## src/rtl/ofr_pkg.sv

```systemverilog
package ofr_pkg;

    typedef enum logic [1:0] {
        OP_DATA  = 2'd0,
        OP_INDEX = 2'd1,
        OP_MASK  = 2'd2,
        OP_RSVD  = 2'd3
    } op_kind_e;

    // Bits held by one lane slice of a register-file row.
    localparam int unsigned SLICE_BITS  = 64;
    localparam int unsigned SLICE_BYTES = SLICE_BITS / 8;

endpackage

```

## src/rtl/ofr_data_span.sv

```systemverilog
// First row and row count for data and index operands, sized in bytes.
module ofr_data_span #(
    parameter int unsigned NR_LANES = 4,
    parameter int unsigned VL_W     = 16,
    parameter int unsigned CNT_W    = 22
) (
    input  logic [VL_W-1:0]  vl,
    input  logic [VL_W-1:0]  vstart,
    input  logic [1:0]       sew,
    input  logic [1:0]       eew,
    input  logic             rescale,
    output logic [CNT_W-1:0] start_row,
    output logic [CNT_W-1:0] row_cnt
);
    localparam int unsigned ROW_BYTES = ofr_pkg::SLICE_BYTES * NR_LANES;
    localparam int unsigned ROW_SH    = $clog2(ROW_BYTES);
    localparam logic [CNT_W-1:0] ROUND_UP = CNT_W'(ROW_BYTES - 1);

    logic [CNT_W-1:0] vl_ext;
    logic [CNT_W-1:0] vs_ext;
    logic [CNT_W-1:0] n_elems;
    logic [CNT_W-1:0] skip_bytes;
    logic [CNT_W-1:0] left_bytes;

    always_comb begin
        vl_ext     = CNT_W'(vl);
        vs_ext     = CNT_W'(vstart);
        // The width ratio is applied only on request.
        n_elems    = rescale ? ((vl_ext << sew) >> eew) : vl_ext;
        skip_bytes = vs_ext << eew;
        start_row  = skip_bytes >> ROW_SH;
        left_bytes = '0;
        row_cnt    = '0;
        if (vs_ext < n_elems) begin
            left_bytes = (n_elems - vs_ext) << eew;
            row_cnt    = (left_bytes + ROUND_UP) >> ROW_SH;
        end
    end
endmodule

```

## src/rtl/ofr_mask_span.sv

```systemverilog
// First row and row count for a bit-packed mask operand, in whole mask rows.
module ofr_mask_span #(
    parameter int unsigned NR_LANES = 4,
    parameter int unsigned VL_W     = 16,
    parameter int unsigned CNT_W    = 22
) (
    input  logic [VL_W-1:0]  vl,
    input  logic [VL_W-1:0]  vstart,
    input  logic             slide,
    input  logic [VL_W-1:0]  stride,
    output logic [CNT_W-1:0] start_row,
    output logic [CNT_W-1:0] row_cnt
);
    localparam int unsigned ROW_BITS = ofr_pkg::SLICE_BITS * NR_LANES;
    localparam int unsigned ROW_SH   = $clog2(ROW_BITS);
    localparam logic [CNT_W-1:0] ROUND_UP = CNT_W'(ROW_BITS - 1);

    logic [CNT_W-1:0] base_skip;
    logic [CNT_W-1:0] slide_skip;
    logic [CNT_W-1:0] total_rows;

    always_comb begin
        // Division by the row size is a shift by its logarithm.
        base_skip  = CNT_W'(vstart) >> ROW_SH;
        slide_skip = slide ? (CNT_W'(stride) >> ROW_SH) : '0;
        start_row  = base_skip + slide_skip;
        total_rows = (CNT_W'(vl) + ROUND_UP) >> ROW_SH;
        row_cnt    = (total_rows > start_row) ? (total_rows - start_row) : '0;
    end
endmodule

```

## src/rtl/ofr_stream.sv

```systemverilog
// Walks the planned rows one per handshake.
module ofr_stream #(
    parameter int unsigned ROW_W = 10,
    parameter int unsigned CNT_W = 22
) (
    input  logic             clk,
    input  logic             rst_n,
    input  logic             load,
    input  logic [ROW_W-1:0] base_row,
    input  logic [CNT_W-1:0] first_row,
    input  logic [CNT_W-1:0] num_rows,
    output logic             idle,
    output logic             rd_valid,
    input  logic             rd_ready,
    output logic [ROW_W-1:0] rd_row,
    output logic             rd_last
);
    typedef struct packed {
        logic             busy;
        logic [ROW_W-1:0] base;
        logic [CNT_W-1:0] first;
        logic [CNT_W-1:0] total;
        logic [CNT_W-1:0] idx;
    } walk_t;

    walk_t walk_d, walk_q;
    logic [CNT_W-1:0] row_sum;
    logic             at_end;

    always_comb begin
        walk_d  = walk_q;
        at_end  = (walk_q.idx == walk_q.total - CNT_W'(1));
        row_sum = CNT_W'(walk_q.base) + walk_q.first + walk_q.idx;
        if (!walk_q.busy) begin
            if (load) begin
                walk_d.busy  = (num_rows != '0);
                walk_d.base  = base_row;
                walk_d.first = first_row;
                walk_d.total = num_rows;
                walk_d.idx   = '0;
            end
        end else if (rd_ready) begin
            if (at_end) begin
                walk_d.busy = 1'b0;
            end else begin
                walk_d.idx = walk_q.idx + CNT_W'(1);
            end
        end
    end

    always_ff @(posedge clk or negedge rst_n) begin
        if (!rst_n) begin
            walk_q <= '0;
        end else begin
            walk_q <= walk_d;
        end
    end

    assign idle     = !walk_q.busy;
    assign rd_valid = walk_q.busy;
    assign rd_row   = row_sum[ROW_W-1:0];
    assign rd_last  = walk_q.busy && at_end;

    // a stalled read keeps its address
    p_hold_row_r7: assert property (@(posedge clk) disable iff (!rst_n)
        (rd_valid && !rd_ready) |=> (rd_valid && $stable(rd_row)));

    // consecutive accepted reads step by one row
    p_row_step_r7: assert property (@(posedge clk) disable iff (!rst_n)
        (rd_valid && rd_ready && !rd_last) |=>
            (rd_valid && (rd_row == ROW_W'($past(rd_row) + ROW_W'(1)))));

    // the stream ends right after its last row is taken
    p_drop_after_last_r8: assert property (@(posedge clk) disable iff (!rst_n)
        (rd_valid && rd_ready && rd_last) |=> !rd_valid);

    // no new request while reads are outstanding
    p_busy_blocks_r9: assert property (@(posedge clk) disable iff (!rst_n)
        rd_valid |-> !idle);
endmodule

```

## src/rtl/opfetch_reqgen.sv

```systemverilog
module opfetch_reqgen #(
    parameter int unsigned NR_LANES = 4,
    parameter int unsigned VL_W     = 16,
    parameter int unsigned ROW_W    = 10
) (
    input  logic             clk,
    input  logic             rst_n,
    input  logic             req_valid,
    output logic             req_ready,
    input  logic [VL_W-1:0]  req_vl,
    input  logic [VL_W-1:0]  req_vstart,
    input  logic [1:0]       req_sew,
    input  logic [1:0]       req_eew,
    input  logic             req_rescale,
    input  logic [1:0]       req_kind,
    input  logic             req_slide,
    input  logic [VL_W-1:0]  req_stride,
    input  logic [ROW_W-1:0] req_base,
    output logic             rd_valid,
    input  logic             rd_ready,
    output logic [ROW_W-1:0] rd_row,
    output logic             rd_last
);
    import ofr_pkg::*;

    localparam int unsigned CNT_W   = VL_W + 6;
    localparam int unsigned MROW_SH = $clog2(SLICE_BITS * NR_LANES);

    op_kind_e         kind;
    logic             eff_rescale;
    logic             idle;
    logic [CNT_W-1:0] d_start, d_cnt, m_start, m_cnt;
    logic [CNT_W-1:0] sel_start, sel_cnt;

    always_comb begin
        kind        = op_kind_e'(req_kind);
        // Index counts are already in index elements.
        eff_rescale = req_rescale && (kind != OP_INDEX);
        if (kind == OP_MASK) begin
            sel_start = m_start;
            sel_cnt   = m_cnt;
        end else begin
            sel_start = d_start;
            sel_cnt   = d_cnt;
        end
    end

    ofr_data_span #(.NR_LANES(NR_LANES), .VL_W(VL_W), .CNT_W(CNT_W)) data_span_i (
        .vl(req_vl), .vstart(req_vstart), .sew(req_sew), .eew(req_eew),
        .rescale(eff_rescale), .start_row(d_start), .row_cnt(d_cnt)
    );

    ofr_mask_span #(.NR_LANES(NR_LANES), .VL_W(VL_W), .CNT_W(CNT_W)) mask_span_i (
        .vl(req_vl), .vstart(req_vstart), .slide(req_slide), .stride(req_stride),
        .start_row(m_start), .row_cnt(m_cnt)
    );

    ofr_stream #(.ROW_W(ROW_W), .CNT_W(CNT_W)) stream_i (
        .clk(clk), .rst_n(rst_n), .load(req_valid),
        .base_row(req_base), .first_row(sel_start), .num_rows(sel_cnt),
        .idle(idle), .rd_valid(rd_valid), .rd_ready(rd_ready),
        .rd_row(rd_row), .rd_last(rd_last)
    );

    assign req_ready = idle;

    // the first mask read lands on the whole-row offset
    p_mask_first_row_r5: assert property (@(posedge clk) disable iff (!rst_n)
        (req_valid && req_ready && (req_kind == 2'd2)) |=>
            (!rd_valid || (rd_row == ROW_W'($past(req_base)
                + ROW_W'(CNT_W'($past(req_vstart)) >> MROW_SH)
                + ROW_W'($past(req_slide) ? (CNT_W'($past(req_stride)) >> MROW_SH) : '0)))));

    // an accepted request always leaves the idle state or stays quiet
    p_accept_r9: assert property (@(posedge clk) disable iff (!rst_n)
        (req_valid && req_ready) |=> (rd_valid != req_ready));
endmodule

```

## config.mk

```make
export PLATFORM = sky130hd
export DESIGN_NAME = opfetch_reqgen
export DESIGN_NICKNAME = d
export VERILOG_FILES = /design/src/rtl/ofr_pkg.sv /design/src/rtl/ofr_data_span.sv /design/src/rtl/ofr_mask_span.sv /design/src/rtl/ofr_stream.sv /design/src/rtl/opfetch_reqgen.sv
export SDC_FILE = /design/constraint.sdc
export NUM_CORES = 1
export LEC_CHECK = 0
export ABC_AREA = 1
export BUFFER_PORTS_ARGS = -buffer_cell sky130_fd_sc_hd__buf_2
export CORE_MARGIN = 4
export CORE_UTILIZATION = 60
export DETAILED_ROUTE_END_ITERATION = 10
export GPL_TIMING_DRIVEN = 0
export MAX_ROUTING_LAYER = met4
export PLACE_DENSITY = 0.79
export RECOVER_POWER = 50
export SYNTH_ARGS = -nofsm -noshare
export SYNTH_HDL_FRONTEND = slang
export SYNTH_HIERARCHICAL = 1
export SYNTH_SLANG_ARGS = --single-unit
```

## constraint.sdc

```tcl
create_clock -name clk -period 4.4 [get_ports clk]
set_input_delay 1.1 -clock clk [delete_from_list [all_inputs] [get_ports clk]]
set_output_delay 1.1 -clock clk [all_outputs]
set_load 0.02 [all_outputs]
```

==> impl_metrics.ini, run 1 <==
[status]
status = complete, but fails checks
violations = capacitance limit, slew limit, setup timing

[die]
die_h_um = 137.3
coreArea_um2 = 16470
die-width_um = 137.3
row_count = 47
initial_core_util = 0.6091
die_area_um2 = 18850
ios = 83

[sta]
skew_ns = 0.007774
finalMaxSlewViolations = 66
max_slew_margin = -0.08353
period_needed_ns = 4.824
layout_worst_path_cycle_share = 1.096
setup_tns_ns = -0.4243
finalHoldViolCount = 0
whs_ns = 0.5279
finalSetupViolations = 1
fmax_mhz = 207.3
tightest_slew_ns = 1.625
fin_ws_ns = -0.4243
grt_setup_unrepaired = yes

[detailed_routing]
drt-pass1-iter-count = 5
wire_per_inst_um = 15.92
detail_route.wirelength_mm = 31.95
vias = 11198
drt_iter0_markers = 772
antenna_left = 0
via_per_inst = 5.579
drc = 0

[min_path]
min_to = stream_i/walk_q[53]
hp-class = reg2reg
hold_depth = 1
min_from = stream_i/walk_q[53]

[setup_path]
rr_endpoint = stream_i/walk_q[4]
required_ns = 4.62
crit_top_cell = buf_4
crit_type = in2reg
cp_slowest_cell = fa_2
rrSetupSlack_ns = 1.95
cp-end-kind = flip-flop
max_stage_delay_ns = 0.38
reg2regPathDepth = 16
crit_path_start_kind = input pin
r2r-start = stream_i/walk_q[22]
worstPathArrival_ns = 5.04
critPathMaxFanout = 5

[synth]
synth_cells = 1655
ys_warn_count = 6
syn_area_um2 = 10030
avgSynthCellArea_um2 = 6.060

[clock_network]
clkTransAtPathRegs_ns = 0.06
clock_path_buffers = 2
cts_made_buffers = 9
cts.sink_count = 65
cts_tree = built
htreeDepth = 3
clock-root-buffer = clkbuf_16
postCtsHoldBufs = 0
clkLatencyLatePin_ns = 0.33

[power]
p_leak_uw = 0.006416
pwr_density_cell_nw_per_um2 = 426.1
ir_worst_vdd_uv = 717.0

[grt]
grt_pass1_vias = 10134
grt_max_degree = 66
grt_pass1_wl_mm = 49.75
antenna_found_initial = 1
grt_overflow = 0
track_usage = 0.3408

[placement]
numPortBuffers = 72
dpl_worst_slack_ns = -1.264
dp_hpwl_mm = 24.97
gp_congestion = 0.9816

[layout]
regArea_um2 = 1628
area_growth_pct = 21.20
multiInputGateArea_um2 = 7789
final_layout_size_suffix_gt1_frac = 0.2475
final_common_cell = nand2_1
fin_nets = 1908
layout_common_cells = 503 x nand2_1, 191 x inv_1, 170 x nand3_1
fillerInstances = 1399

[job]
cap_violations = 1
[routing by layer]
metal	vias up	GRT usage	share of wire
li1	5519	-	-
met1	5136	0.4251	0.41
met2	463	0.5815	0.48
met3	80	0.03835	0.078
met4	0	0.1042	0.030
met5	-	-	0
[sequential cells by signal, summed over array words and instances, names as in the netlist]
| register | cells |
|---|---|
| stream_i/rd_valid | 1 |
| stream_i/walk_q | 64 |
[worst max path at each step]
stage,from,to,slack (ns),cells past startpoint
2_1_floorplan,req_kind[1],stream_i/rd_valid,-0.17,33
3_3_place_gp,req_eew[0],stream_i/rd_valid,-1.24,34
3_5_place_dp,req_eew[0],stream_i/rd_valid,-1.26,32
4_1_cts,req_kind[0],stream_i/rd_valid,-0.37,34
5_1_grt,req_sew[0],stream_i/rd_valid,-0.67,37
6_report,req_kind[0],stream_i/rd_valid,-0.42,33
[worst max-delay path: cells and delay by family]
family | cells | cell delay [ns]
XOR/XNOR | 1 | 0.16
adder cells (fa/ha/maj) | 1 | 0.38
buffers and inverters | 9 | 0.90
AND/OR/NAND/NOR | 19 | 2.17
AO/OA/AOI/OAI | 3 | 0.34
[power breakdown]
group / switching (µW) / internal, µW
sequential: 195 / 764
clock: 278 / 443
combinational: 2150 / 1350
[per-stage QoR]
stage | cells | power [µW] | utilization | cell area [µm²]
after floorplan | 1662 | 3369 | - | 10180
after global placement | 1954 | 4106 | 0.6566 | 10810
after detailed placement | 1954 | 4179 | 0.6568 | 10810
after CTS | 1997 | 5059 | 0.7154 | 11780
after global routing | 2007 | 5619 | 0.7382 | 12160
final | 2007 | 5180 | 0.7382 | 12160
[area by class of cell]
type,instances,area share
clock buffers,9,0.01853
inverters,217,0.06948
plain buffers,76,0.05075
diodes,1,0.0002059
clock inverters,7,0.006382
flip-flops and latches,65,0.1339
well taps,220,0.02265
multi-input cells,1302,0.6408
repair buffers,110,0.05733
[timing repair]
| item | in CTS | in global routing |
|---|---|---|
| endpoints found under the hold margin | 0 | 0 |
| endpoints found under the setup margin | 18 | 24 |
| resized for setup | 135 | 88 |
| pin swaps | 46 | 47 |
| setup buffers | 28 | 11 |
No activity file was read; power rests on OpenSTA's default activity.
==> run 2, diff against run 1 <==
--- a/config.mk
+++ b/config.mk
@@ -5,7 +5,8 @@
 export SDC_FILE = /design/constraint.sdc
 export NUM_CORES = 1
 export LEC_CHECK = 0
-export ABC_AREA = 1
+export ABC_AREA = 0
+export ABC_CLOCK_PERIOD_IN_PS = 4400
 export BUFFER_PORTS_ARGS = -buffer_cell sky130_fd_sc_hd__buf_2
 export CORE_MARGIN = 4
 export CORE_UTILIZATION = 60
==> impl_metrics.ini, run 2 <==
[power]
p_total_uw = 5657
seqPwrFrac = 0.178
clockPowerShare = 0.134
p_sw_uw = 2666
p_int_uw = 2991
p_leak_uw = 0.005293
p_sw_frac = 0.4713
ir_worst_vdd_uv = 572.6
pwr_density_cell_nw_per_um2 = 468.9
combPwrFrac = 0.687

[clock_network]
clkTransAtPathRegs_ns = 0.05
cts_tree = built
postCtsHoldBufs = 0
htreeDepth = 3
cts_made_buffers = 9
cts.sink_count = 65
clock-root-buffer = clkbuf_16
clkLatencyLatePin_ns = 0.33
clock_path_buffers = 2

[grt]
busiest_layer = met2
grt_overflow = 0
antenna_found_initial = 0
grt_pass1_wl_mm = 46.24
track_usage = 0.3243
use_met2 = 0.5478
grt_use_met1 = 0.3717
use_met3 = 0.04351
grt_max_degree = 66
grt_pass1_vias = 9325

[sta]
finalMaxSlewViolations = 66
fin_ws_ns = -1.975
layout_worst_path_cycle_share = 1.449
fmax_mhz = 156.9
skew_ns = 0.004842
max_slew_margin = -0.06131
period_needed_ns = 6.375
finalSetupViolations = 18
tightest_slew_ns = 1.592
whs_ns = 0.4959
grt_setup_unrepaired = yes
finalHoldViolCount = 0

[setup_path]
required_ns = 4.60
cp-end-kind = flip-flop
crit_type = in2reg
crit_start = req_kind[0]
r2r-start = stream_i/walk_q[32]
worstPathArrival_ns = 6.57
crit_path_start_kind = input pin
critPathMaxFanout = 10

[detailed_routing]
vias = 9804
antenna_left = 0
via_per_inst = 6.375
drc = 0
drt-pass1-iter-count = 5
drt_iter0_markers = 742
wire_per_inst_um = 19.46
detail_route.wirelength_mm = 29.92

[status]
violations = capacitance limit, slew limit, setup timing
status = complete, but fails checks

[layout]
fin_nets = 1449
area_growth_pct = 26.22
layout_common_cells = 191 x nand2_1, 69 x buf_2, 65 x buf_4
final_util = 0.7820
final_layout_size_suffix_gt1_frac = 0.3082
insertedDiodeCount = 0
largest_register = stream_i/walk_q
final_common_cell = nand2_1
largest_register_ffs = 64

[min_path]
min_from = stream_i/walk_q[53]
hp-class = reg2reg

[synth]
avgSynthCellArea_um2 = 8.093
ys_warn_count = 6
synth_cells = 1181
syn_area_um2 = 9558

[die]
die_h_um = 134.2
die_area_um2 = 18010
initial_core_util = 0.6195
row_count = 45
coreArea_um2 = 15430
ios = 83
die-width_um = 134.2

[placement]
numPortBuffers = 73
gp_congestion = 0.9632
dpl_worst_slack_ns = -3.418
dp_hpwl_mm = 21.42

[job]
cap_violations = 1
run 2: cell count changes in the layout (fill, tap and decap cells not counted), sizes merged, moves of 18 or more:
cell    previous run  this run
nand2            574       195
nand3            213        35
inv              215        59
nor2             145        58
a21oi             35        70
xnor2             23        55
o21ai             90        59
mux2              21        49
mux2i              5        33
a211oi             0        19
and2               4        23
buf              156       174
mux4               0        18
run 2: area by class of cell:
class	count	area [µm²]
well taps	211	264.0
clock buffers	9	225.2
flip-flops and latches	65	1629
multi-input cells	978	7930
plain buffers	79	800.8
repair buffers	130	895.9
inverters	59	224.0
clock inverters	7	95.09
fillers	1108	3363
run 2: what timing repair did:
item | CTS | global route
endpoints found under the setup margin | 25 | 25
setup buffers | 40 | 16
gates cloned | 1 | 0
pin swaps | 33 | 20
resized for setup | 139 | 61
run 2: power by group through the flow:
| stage | logic, µW | registers, µW | clock network, µW |
|---|---|---|---|
| CTS | 3650 | 1010 | 769 |
| global route | 4210 | 1040 | 797 |
| detailed placement | 3370 | 1020 | 0 |
| floorplan | 2640 | 945 | 0 |
| finish | 3890 | 1010 | 761 |
| global placement | 3310 | 1010 | 0 |
run 2: path summary, 6_finish.rpt:
check / endpoint / slack [ns] / cells after the start
max: stream_i/rd_valid / -1.97 / 22
min: stream_i/walk_q[53] / 0.50 / 2
max reg2reg: stream_i/walk_q[1] / 0.87 / 9
min reg2reg: stream_i/walk_q[53] / 0.50 / 2
max in group asynchronous: stream_i/walk_q[0] / 2.17 / 1
min in group asynchronous: stream_i/walk_q[71] / 1.15 / 1
run 2: worst max-delay path, stage by stage:
cell and delay (ns):
buf_2 0.12, a21boi_1 0.27, clkbuf_2 0.30, clkbuf_2 0.36, mux2i_2 0.40, inv_2 0.09, ha_4 0.30, nand2b_4 0.07
a211oi_4 0.31, nor4_1 0.09, a221o_2 0.36, a2111oi_4 0.34, and4b_4 0.30, buf_4 0.14, nor4b_4 0.28, a31o_2 0.22
a21oi_1 0.09, mux2_4 0.29, nor4_1 0.45, nand4_1 0.21, o41ai_4 0.34, a22oi_1 0.14
run 2: per-stage QoR:
step | TNS [ns] | instance area, µm² | std cells
detailed placement | -34.20 | 10420 | 1472
global route | -18.01 | 12060 | 1538
finish | -14.96 | 12060 | 1538
floorplan | -13.85 | 9788 | 1188
global placement | -34.27 | 10420 | 1472
CTS | -14.05 | 11700 | 1523
run 2: metal layers:
| metal | part of all wire | up-vias | wire, µm |
|---|---|---|---|
| met5 | 0 | - | 0 |
| met4 | 0.064 | 0 | 1912 |
| met3 | 0.066 | 147 | 1978 |
| met2 | 0.49 | 466 | 14540 |
| met1 | 0.38 | 4669 | 11490 |
| li1 | - | 4522 | - |
